==> src/rtl/bsd_pkg.sv <==
package bsd_pkg;

    localparam int PERIOD_BASE_EXP = 6;
    localparam int MIN_EDGES       = 4;

    typedef enum logic [1:0] {
        SRC_DIFF   = 2'd0,
        SRC_WIRE_A = 2'd1,
        SRC_WIRE_B = 2'd2
    } src_e;

    typedef enum logic [1:0] {
        MODE_DIFF   = 2'd0,
        MODE_ONLY_B = 2'd1,
        MODE_ONLY_A = 2'd2,
        MODE_AUTO   = 2'd3
    } mode_e;

    typedef struct packed {
        logic major;
        logic fault_b;
        logic fault_a;
    } diag_t;

    function automatic src_e pick_source(mode_e m, logic fa, logic fb);
        src_e s;
        case (m)
            MODE_ONLY_B: s = SRC_WIRE_B;
            MODE_ONLY_A: s = SRC_WIRE_A;
            MODE_AUTO: begin
                if (fa && !fb)      s = SRC_WIRE_B;
                else if (fb && !fa) s = SRC_WIRE_A;
                else                s = SRC_DIFF;
            end
            default:     s = SRC_DIFF;
        endcase
        return s;
    endfunction

endpackage

==> src/rtl/bsd_period_timer.sv <==
module bsd_period_timer #(
    parameter int SEL_W    = 4,
    parameter int BASE_EXP = 6
) (
    input  logic             clk,
    input  logic             rst,
    input  logic             restart,
    input  logic             tick,
    input  logic [SEL_W-1:0] div_sel,
    output logic             period_end
);
    localparam int CNT_W = BASE_EXP + (1 << SEL_W);
    localparam int SH_W  = $clog2(CNT_W) + 1;

    logic [CNT_W-1:0] cnt_q;
    logic [CNT_W-1:0] last;
    logic [SH_W-1:0]  shamt;

    assign shamt      = SH_W'(div_sel) + SH_W'(BASE_EXP);
    assign last       = (CNT_W'(1) << shamt) - CNT_W'(1);
    assign period_end = tick && !restart && (cnt_q >= last);

    always_ff @(posedge clk) begin
        if (rst || restart) begin
            cnt_q <= '0;
        end else if (tick) begin
            cnt_q <= (cnt_q >= last) ? '0 : cnt_q + CNT_W'(1);
        end
    end

    p_period_spaced_r4: assert property (@(posedge clk) disable iff (rst)
        period_end |=> !period_end);

endmodule

==> src/rtl/bsd_edge_check.sv <==
module bsd_edge_check #(
    parameter int MIN_EDGES = 4
) (
    input  logic clk,
    input  logic rst,
    input  logic clear,
    input  logic rx,
    input  logic period_end,
    output logic major
);
    localparam int CW = $clog2(MIN_EDGES + 1) + 1;

    logic          prev_q;
    logic [CW-1:0] cnt_q;
    logic          major_q;
    logic          edge_now;
    logic [CW-1:0] total;

    assign edge_now = rx ^ prev_q;
    assign total    = cnt_q + CW'(edge_now);
    assign major    = major_q;

    always_ff @(posedge clk) begin
        if (rst) prev_q <= 1'b1;
        else     prev_q <= rx;
    end

    always_ff @(posedge clk) begin
        if (rst || clear) begin
            cnt_q   <= '0;
            major_q <= 1'b0;
        end else if (period_end) begin
            if (total < CW'(MIN_EDGES)) major_q <= 1'b1;
            cnt_q <= '0;
        end else if (edge_now && (cnt_q < CW'(MIN_EDGES))) begin
            cnt_q <= cnt_q + CW'(1);
        end
    end

    p_major_sticky_r5: assert property (@(posedge clk) disable iff (rst)
        (major && !clear) |=> major);

    p_major_at_period_r5: assert property (@(posedge clk) disable iff (rst)
        $rose(major) |-> $past(period_end));

endmodule

==> src/rtl/bsd_tx_check.sv <==
module bsd_tx_check (
    input  logic clk,
    input  logic rst,
    input  logic clear,
    input  logic tx_busy,
    input  logic tx_bit,
    input  logic rx_a,
    input  logic rx_b,
    output logic fault_a,
    output logic fault_b
);
    logic prev_tx_q;
    logic compare;

    assign compare = tx_busy && !prev_tx_q && tx_bit;

    always_ff @(posedge clk) begin
        if (rst) prev_tx_q <= 1'b1;
        else     prev_tx_q <= tx_bit;
    end

    always_ff @(posedge clk) begin
        if (rst || clear) begin
            fault_a <= 1'b0;
            fault_b <= 1'b0;
        end else if (compare) begin
            if (rx_a != tx_bit) fault_a <= 1'b1;
            if (rx_b != tx_bit) fault_b <= 1'b1;
        end
    end

    p_fault_a_needs_tx_r6: assert property (@(posedge clk) disable iff (rst)
        $rose(fault_a) |-> ($past(tx_busy) && $past(tx_bit)));

    p_fault_sticky_r6: assert property (@(posedge clk) disable iff (rst)
        (fault_b && !clear) |=> fault_b);

endmodule

==> src/rtl/bus_src_diag.sv <==
module bus_src_diag
    import bsd_pkg::*;
#(
    parameter int SEL_W = 4
) (
    input  logic             clk,
    input  logic             rst,
    input  logic             rx_diff,
    input  logic             rx_a,
    input  logic             rx_b,
    input  logic             tx_bit,
    input  logic             tx_busy,
    input  logic             idle_pulse,
    input  logic             tick,
    input  logic [SEL_W-1:0] div_sel,
    input  logic [1:0]       mode,
    input  logic             inv_rx,
    input  logic             inv_tx,
    output logic             tx_line,
    output logic             rx_sel,
    output logic [1:0]       src_sel,
    output logic [2:0]       diag_status
);
    logic  d_log, a_log, b_log;
    logic  period_end;
    logic  major_edge;
    logic  fault_a, fault_b;
    src_e  src_q;
    src_e  src_want;
    diag_t status;

    // polarity adaptation
    assign d_log   = rx_diff ^ inv_rx;
    assign a_log   = rx_a    ^ inv_rx;
    assign b_log   = rx_b    ^ inv_rx;
    assign tx_line = tx_bit  ^ inv_tx;

    bsd_period_timer #(
        .SEL_W    (SEL_W),
        .BASE_EXP (PERIOD_BASE_EXP)
    ) u_timer (
        .clk        (clk),
        .rst        (rst),
        .restart    (idle_pulse),
        .tick       (tick),
        .div_sel    (div_sel),
        .period_end (period_end)
    );

    bsd_edge_check #(
        .MIN_EDGES (MIN_EDGES)
    ) u_edges (
        .clk        (clk),
        .rst        (rst),
        .clear      (idle_pulse),
        .rx         (rx_sel),
        .period_end (period_end),
        .major      (major_edge)
    );

    bsd_tx_check u_txchk (
        .clk     (clk),
        .rst     (rst),
        .clear   (idle_pulse),
        .tx_busy (tx_busy),
        .tx_bit  (tx_bit),
        .rx_a    (a_log),
        .rx_b    (b_log),
        .fault_a (fault_a),
        .fault_b (fault_b)
    );

    // source choice, applied only between frames
    assign src_want = pick_source(mode_e'(mode), fault_a, fault_b);

    always_ff @(posedge clk) begin
        if (rst)           src_q <= SRC_DIFF;
        else if (!tx_busy) src_q <= src_want;
    end

    always_comb begin
        case (src_q)
            SRC_WIRE_A: rx_sel = a_log;
            SRC_WIRE_B: rx_sel = b_log;
            default:    rx_sel = d_log;
        endcase
    end

    assign status.major   = major_edge | (fault_a & fault_b);
    assign status.fault_b = fault_b;
    assign status.fault_a = fault_a;
    assign diag_status    = status;
    assign src_sel        = src_q;

    p_src_frozen_r3: assert property (@(posedge clk) disable iff (rst)
        tx_busy |=> $stable(src_sel));

    p_forced_diff_r1: assert property (@(posedge clk) disable iff (rst)
        (mode == 2'b00 && !tx_busy) |=> (src_sel == 2'd0));

    p_auto_avoid_a_r2: assert property (@(posedge clk) disable iff (rst)
        (mode == 2'b11 && !tx_busy && fault_a && !fault_b) |=> (src_sel == 2'd2));

    p_idle_clear_r7: assert property (@(posedge clk) disable iff (rst)
        idle_pulse |=> (diag_status == 3'b000));

    p_src_legal_r1: assert property (@(posedge clk) disable iff (rst)
        src_sel != 2'd3);

endmodule

==> config.mk <==
export PLATFORM = sky130hd
export DESIGN_NAME = bus_src_diag
export DESIGN_NICKNAME = d
export VERILOG_FILES = /design/src/rtl/bsd_pkg.sv /design/src/rtl/bsd_period_timer.sv /design/src/rtl/bsd_edge_check.sv /design/src/rtl/bsd_tx_check.sv /design/src/rtl/bus_src_diag.sv
export SDC_FILE = /design/constraint.sdc
export NUM_CORES = 1
export LEC_CHECK = 0
export ABC_CLOCK_PERIOD_IN_PS = 9400
export BUFFER_PORTS_ARGS = -buffer_cell sky130_fd_sc_hd__buf_2
export CAP_MARGIN = 10
export CORE_AREA = 2 2 59 74
export CTS_CLUSTER_SIZE = 25
export DETAILED_ROUTE_END_ITERATION = 8
export DIE_AREA = 0 0 61 76
export GPL_TIMING_DRIVEN = 0
export PLACE_DENSITY = 0.83
export SLEW_MARGIN = 30
export SYNTH_ARGS = -nofsm -noshare
export SYNTH_HDL_FRONTEND = slang
export SYNTH_SLANG_ARGS = --single-unit
==> constraint.sdc <==
create_clock -name clk -period 9.4 [get_ports clk]
set_clock_uncertainty 0.05 [all_clocks]
set_input_delay 1.41 -clock clk [delete_from_list [all_inputs] [get_ports clk]]
set_output_delay 1.41 -clock clk [all_outputs]
set_load 0.03 [all_outputs]
After elaboration in Yosys (flattened, before gate mapping)
Index checks and enable logic that the tools add are counted.
{"block": "word_totals", "reg_bits": 33, "wordCells": 52}
{"block": "op_classes", "muxes": 5, "order_cmp": 3, "eq_ne": 7, "shift": 1, "n_addsub": 5, "bitwise": 7, "reduce_logical": 16}
{"cell": "$add 22x1->22 const B", "n": 1}
{"cell": "$ge 22x22->1", "n": 1}
{"cell": "$mux 22", "n": 1}
{"cell": "$shl 1x6->22 const A", "n": 1}
{"cell": "$sub 22x2->22 const B", "n": 1}
{"cell": "$lt 4x3->1 const B", "n": 2}
{"cell": "$logic_and 1x1->1", "n": 7}
{"cell": "$eq 2x2->1 const B", "n": 3}
{"cell": "$pmux 2 s3", "n": 1}
{"cell": "$reduce_and 2->1", "n": 3}
{"cell": "$add 4x3->5 const B", "n": 1}
{"cell": "$xor 1x1->1", "n": 5}
{"cell": "$add 4x1->4", "n": 1}
{"cell": "$add 4x1->4 const B", "n": 1}
{"cell": "$eq 2x1->1 const B", "n": 2}
{"cell": "$logic_not 1->1", "n": 4}
{"cell": "$mux 2", "n": 1}
{"cell": "$ne 1x1->1", "n": 2}
{"cell": "$pmux 1 s2", "n": 1}
{"cell": "$reduce_or 2->1", "n": 1}
{"cell": "$and 1x1->1", "n": 1}
{"cell": "$logic_or 1x1->1", "n": 1}
{"cell": "$mux 1", "n": 1}
{"cell": "$or 1x1->1", "n": 1}

Depth between registers and ports, before layout
{"block": "depth", "depth_word": 6, "depth_mapped": 22, "mapped_depth_nobuf": 17}

Modules after synthesis
Synthesis repeated with hierarchy kept, for this count alone.
{"block": "unflattened", "hier_cells": 310, "hier_area_um2": 2601.2}
{"module": "bsd_period_timer", "cells_per_inst": 247, "area_each_um2": 2015.7, "n_inst": 1}
{"module": "bsd_edge_check", "cells_per_inst": 29, "area_each_um2": 267.8, "n_inst": 1}
{"module": "bus_src_diag", "cells_per_inst": 25, "area_each_um2": 207.7, "n_inst": 1}
{"module": "bsd_tx_check", "cells_per_inst": 9, "area_each_um2": 110.1, "n_inst": 1}

Worst setup path after synthesis
Ideal clock, no wire load.
{"block": "synth_path", "kind": "input to register", "startpoint": "in div_sel[1]", "endpoint": "reg u_edges.cnt_q[1]", "t_required_ps": 9232, "setup_slack_ps": 4056, "setup_time_ps": 118, "cell_stages": 21, "arrival_ps": 5176, "path_cell_list": "clkbuf_1 > inv_1 > ha_1 > clkbuf_1 > xor2_1 > and3_1 > clkbuf_1 > nand3_1 > ha_1 > clkbuf_1 > or3_1 > nor3_1 > a21oi_1 > ha_1 > nand4_1 > nor4_1 > nand2_1 > o221a_2 > o21ai_1 > buf_2 > nor2_1"}
{"block": "synth_via", "elab_chain_len": 6}
{"element": "start: declaration", "line": "bus_src_diag.sv:15", "source": "input logic [SEL_W-1:0] div_sel,"}
{"element": "$add 4x3->5", "line": "bsd_period_timer.sv:19", "source": "assign shamt = SH_W'(div_sel) + SH_W'(BASE_EXP);"}
{"element": "$shl 1x6->22", "line": "bsd_period_timer.sv:20", "source": "assign last = (CNT_W'(1) << shamt) - CNT_W'(1);"}
{"element": "$sub 22x2->22", "line": "bsd_period_timer.sv:20"}
{"element": "$ge 22x22->1", "line": "bsd_period_timer.sv:21", "source": "assign period_end = tick && !restart && (cnt_q >= last);"}
{"element": "$logic_and 1x1->1", "line": "bsd_period_timer.sv:21"}
{"element": "$reduce_or 2->1 (no source line)"}
{"element": "end signal: assignment", "line": "bsd_edge_check.sv:36", "source": "cnt_q <= cnt_q + CW'(1);"}
{"element": "end: declaration", "line": "bsd_edge_check.sv:14", "source": "logic [CW-1:0] cnt_q;"}
No other way between the ends.
A chain may end at the register's enable or synchronous reset.

Worst setup path in the final report
{"block": "layout_path", "startpoint": "in div_sel[1]", "endpoint": "reg u_timer.cnt_q[8]"}
{"block": "layout_via", "elab_chain_len": 5}
{"element": "$add 4x3->5", "line": "bsd_period_timer.sv:19"}
{"element": "$shl 1x6->22", "line": "bsd_period_timer.sv:20"}
{"element": "$sub 22x2->22", "line": "bsd_period_timer.sv:20"}
{"element": "$ge 22x22->1", "line": "bsd_period_timer.sv:27", "source": "cnt_q <= (cnt_q >= last) ? '0 : cnt_q + CNT_W'(1);"}
{"element": "$mux 22", "line": "bsd_period_timer.sv:27"}
{"element": "end signal: assignment", "line": "bsd_period_timer.sv:27"}
{"element": "end: declaration", "line": "bsd_period_timer.sv:15", "source": "logic [CNT_W-1:0] cnt_q;"}
No other way between the ends.

==> flow_summary.toml <==
[status]
status = "finished, final reports clean"

[yosys]
synth_common_cells = "nor2_1 (43), nand2_1 (36), dfxtp_1 (33), ha_1 (28), a21oi_1 (24)"
yosys_warnings = 0
synth-edff-count = 0
syn-num-nets = 357
synthesis.area_um2 = 2430
syn_inst = 312
async_reset_ff_share_pct = 0
synth_area_per_cell_um2 = 7.78
ys_seq_area_share_pct = 27.2
synth_seq_cells = 33
synth_top_area_cell = "dfxtp_1"
yosysTopAreaCellShare_pct = 27.2
ys_dominant_reg_cell = "dfxtp_1"
synth_most_common_cell = "nor2_1"
synthDistinctLibCells = 50
synth_area_leaders = "dfxtp_1 (27%), ha_1 (14%), nor2_1 (6.6%), xor2_1 (6.1%), nand2_1 (5.6%)"

[routing]
highest_layer = "met4"
wl_met3_um = 246
dr_total_vias = 2248
first_pass_iters = 4
drc_errors = 0
wl_met1_mm = 2.20
routed_wl_mm = 5.30
route.met2.wl_mm = 2.75
via_per_inst = 5.65
drt_first_iter_violations = 122
antenna_left = 0
wl_per_cell_um = 13.3

[setup_path]
worstRegToRegCells = 8
reg2reg_slack_ns = 7.03
cpMostUsedCell = "clkbuf_1"
cp_data_arrival_time_ns = 6.02
r2r_end = "u_edges.cnt_q[0]"
timing.critical_path.max_delay_family = "simple AND/OR/NAND/NOR gates"
crit_path_start_kind = "input pin"
worstPathCellList = "buf_2 > clkbuf_1 > inv_1 > ha_1 > clkbuf_1 > xor2_1 > and3_1 > clkbuf_1 > nand3_1 > ha_1 > clkbuf_1 > or3_1 > nor3_1 > a21oi_1 > ha_1 > nand4_1 > nor4_1 > nand2_1 > o221a_2 > o21ai_1 > buf_2 > nor2_1"
rr_startpoint = "src_sel[0]"
crit_path_max_incr_delay_ns = 0.43
crit_type = "input pin to register"
path_buf_inv = 7
cp-end-kind = "register"
crit_slowest_cell = "or3_1"
crit_fanout = 10
crit_required_ns = 9.53

[clocking]
tritoncts = "yes"
cts_root_buf = "clkbuf_8"
cts_setup_buffers = 0
cts_buffer_depth = 2
clk_latency_ns = 0.29
cts_htree_levels = 2
cts.reportedPaths.clkPinSlew_ns = 0.07
hold_buffers = 0
post_cts_resized = 0
cts_buffers = 5
cts_num_sinks = 33

[sta]
rsz0062_at_grt = "false"
final.min_clock_period_ns = 5.90
drv_slew = 0
layout_setup_ws_ns = 3.50
finalHoldViolCount = 0
relSlewSlack_pct = 64.3
fin_setup_tns_ns = 0
fmax_mhz = 170
post-route-period-util_pct = 62.7
setup_violations = 0
worst_pin_slew_ns = 0.530

[grt]
grt_pass1_wl_mm = 8.98
grt_antenna_before_repair = 0
grt_pass1_vias = 2113
grt.overflow.total = 0
grt_usage_pct = 24.9
grt_max_degree = 11

[power_and_ir_drop]
powerDensity_nw_per_um2 = 127
power_leakage_nw = 1.14
ir_worst_vdd_uv = 92.4

[place]
dp_hpwl_mm = 4.11
finalWeightedCongestion = 0.972
io_buffers = 22
dp_slack_ns = 3.26

[layout]
syn_to_final_growth_pct = 12.2
regArea_um2 = 661
finalNetCount = 386
layout-drive-gt1-share_pct = 13.7
nFillCells = 345
n_antenna_cell = 0
multiInputGateArea_um2 = 1670

[floorplan]
start_util_pct = 60.7
rows = 26
die-area_um2 = 4640
die_w_um = 61
die_y_um = 76
core_um2 = 4000
io_pins = 24

[hold_path]
hold_path_end = "u_edges.major"
hp-start = "u_edges.major"
hold_depth = 2
min_path_type = "register to register"

[job]
drv_cap = 0
==> cell families (layout without fill, tap and decap cells) <==
family | after synthesis | in the layout | share of synthesized area [%]
AOI/OAI and AO/OA | 57 | 57 | 15.0
xor gates and xnor gates | 27 | 27 | 9.74
adders and majority gates | 28 | 28 | 14.4
buffers and inverters | 24 | 54 | 4.17
DFF | 33 | 33 | 27.2
muxes | 2 | 2 | 0.825
and+or+nand+nor | 141 | 141 | 28.6
==> area by class of cell <==
type                       instances  share of cell area (%)
tap                               56                    2.57
clock inverter                     1                    1.10
clock buffer                       7                    3.17
multi-input combinational        255                    61.1
inverter                          12                    1.65
sequential                        33                    24.3
buffer                            12                    2.07
timing repair buffer              22                    4.04
==> metrics by stage <==
| step | total power, mW | hold slack [ns] | area (µm²) | util (%) | cells |
|---|---|---|---|---|---|
| floorplan | 0.190 | 0.377 | 2430 | - | 312 |
| global placement | 0.205 | 0.398 | 2610 | 65.2 | 390 |
| detailed placement | 0.207 | 0.404 | 2610 | 65.2 | 390 |
| CTS | 0.347 | 0.420 | 2720 | 68.1 | 398 |
| global route | 0.361 | 0.445 | 2720 | 68.1 | 398 |
| finish | 0.345 | 0.420 | 2720 | 68.1 | 398 |
==> sequential cells by signal, summed over array words and instances, names as in the netlist <==
signal             cells
u_timer.cnt_q         22
src_sel                2
u_edges.prev_q         1
u_txchk.fault_b        1
u_txchk.prev_tx_q      1
u_edges.major          1
u_edges.cnt_q          4
u_txchk.fault_a        1
==> metal layers <==
metal	up-vias	track usage (%)
li1	1155	-
met1	1028	29.4
met2	56	42.4
met3	9	4.92
met4	0	10.2
met5	-	0
==> worst register-to-register path: stages (launching register included) <==
cell and delay (ns):
dfxtp_1 0.37, inv_1 0.06, ha_1 0.35, or3b_1 0.38, a32oi_2 0.31, nor3_2 0.09
or4_4 0.44, xor2_1 0.18, nor2_2 0.05
==> cells in the final DEF, fill, tap and decap left out, types with 2 or more instances in the layout <==
master	count
nand4_1	9
o21ai_0	10
a21oi_1	24
or2_2	2
dfxtp_1	33
nor4_1	2
nand3b_1	2
a2bb2oi_1	2
or3_1	3
clkbuf_1	8
o21a_1	4
xor2_1	17
xnor2_1	10
a21o_1	2
and3_1	4
ha_1	28
buf_2	25
and4_1	2
mux2i_1	2
nand3_1	15
nor2_1	43
inv_1	12
nor3_1	7
nand2b_1	5
buf_4	2
clkbuf_8	6
a31oi_1	3
nand2_1	36
==> worst max path at each step <==
stage / from / to / slack (ns) / depth (start not counted)
2_1_floorplan: div_sel[1] / u_edges.cnt_q[1] / 4.06 / 21
3_5_place_dp: div_sel[1] / u_timer.cnt_q[16] / 3.26 / 22
3_3_place_gp: div_sel[1] / u_timer.cnt_q[15] / 3.28 / 22
5_1_grt: div_sel[1] / u_timer.cnt_q[6] / 3.10 / 22
4_1_cts: div_sel[1] / u_timer.cnt_q[8] / 3.55 / 22
6_report: div_sel[1] / u_timer.cnt_q[8] / 3.50 / 22
==> power by group <==
part	switching (mW)	total (mW)	internal [mW]	leakage, nW
logic	0.0372	0.0612	0.0240	0.814
registers	0.00153	0.143	0.142	0.267
clock network	0.0544	0.141	0.0864	0.0585
total	0.0931	0.345	0.252	1.14
(Power assumes the default switching activity.)
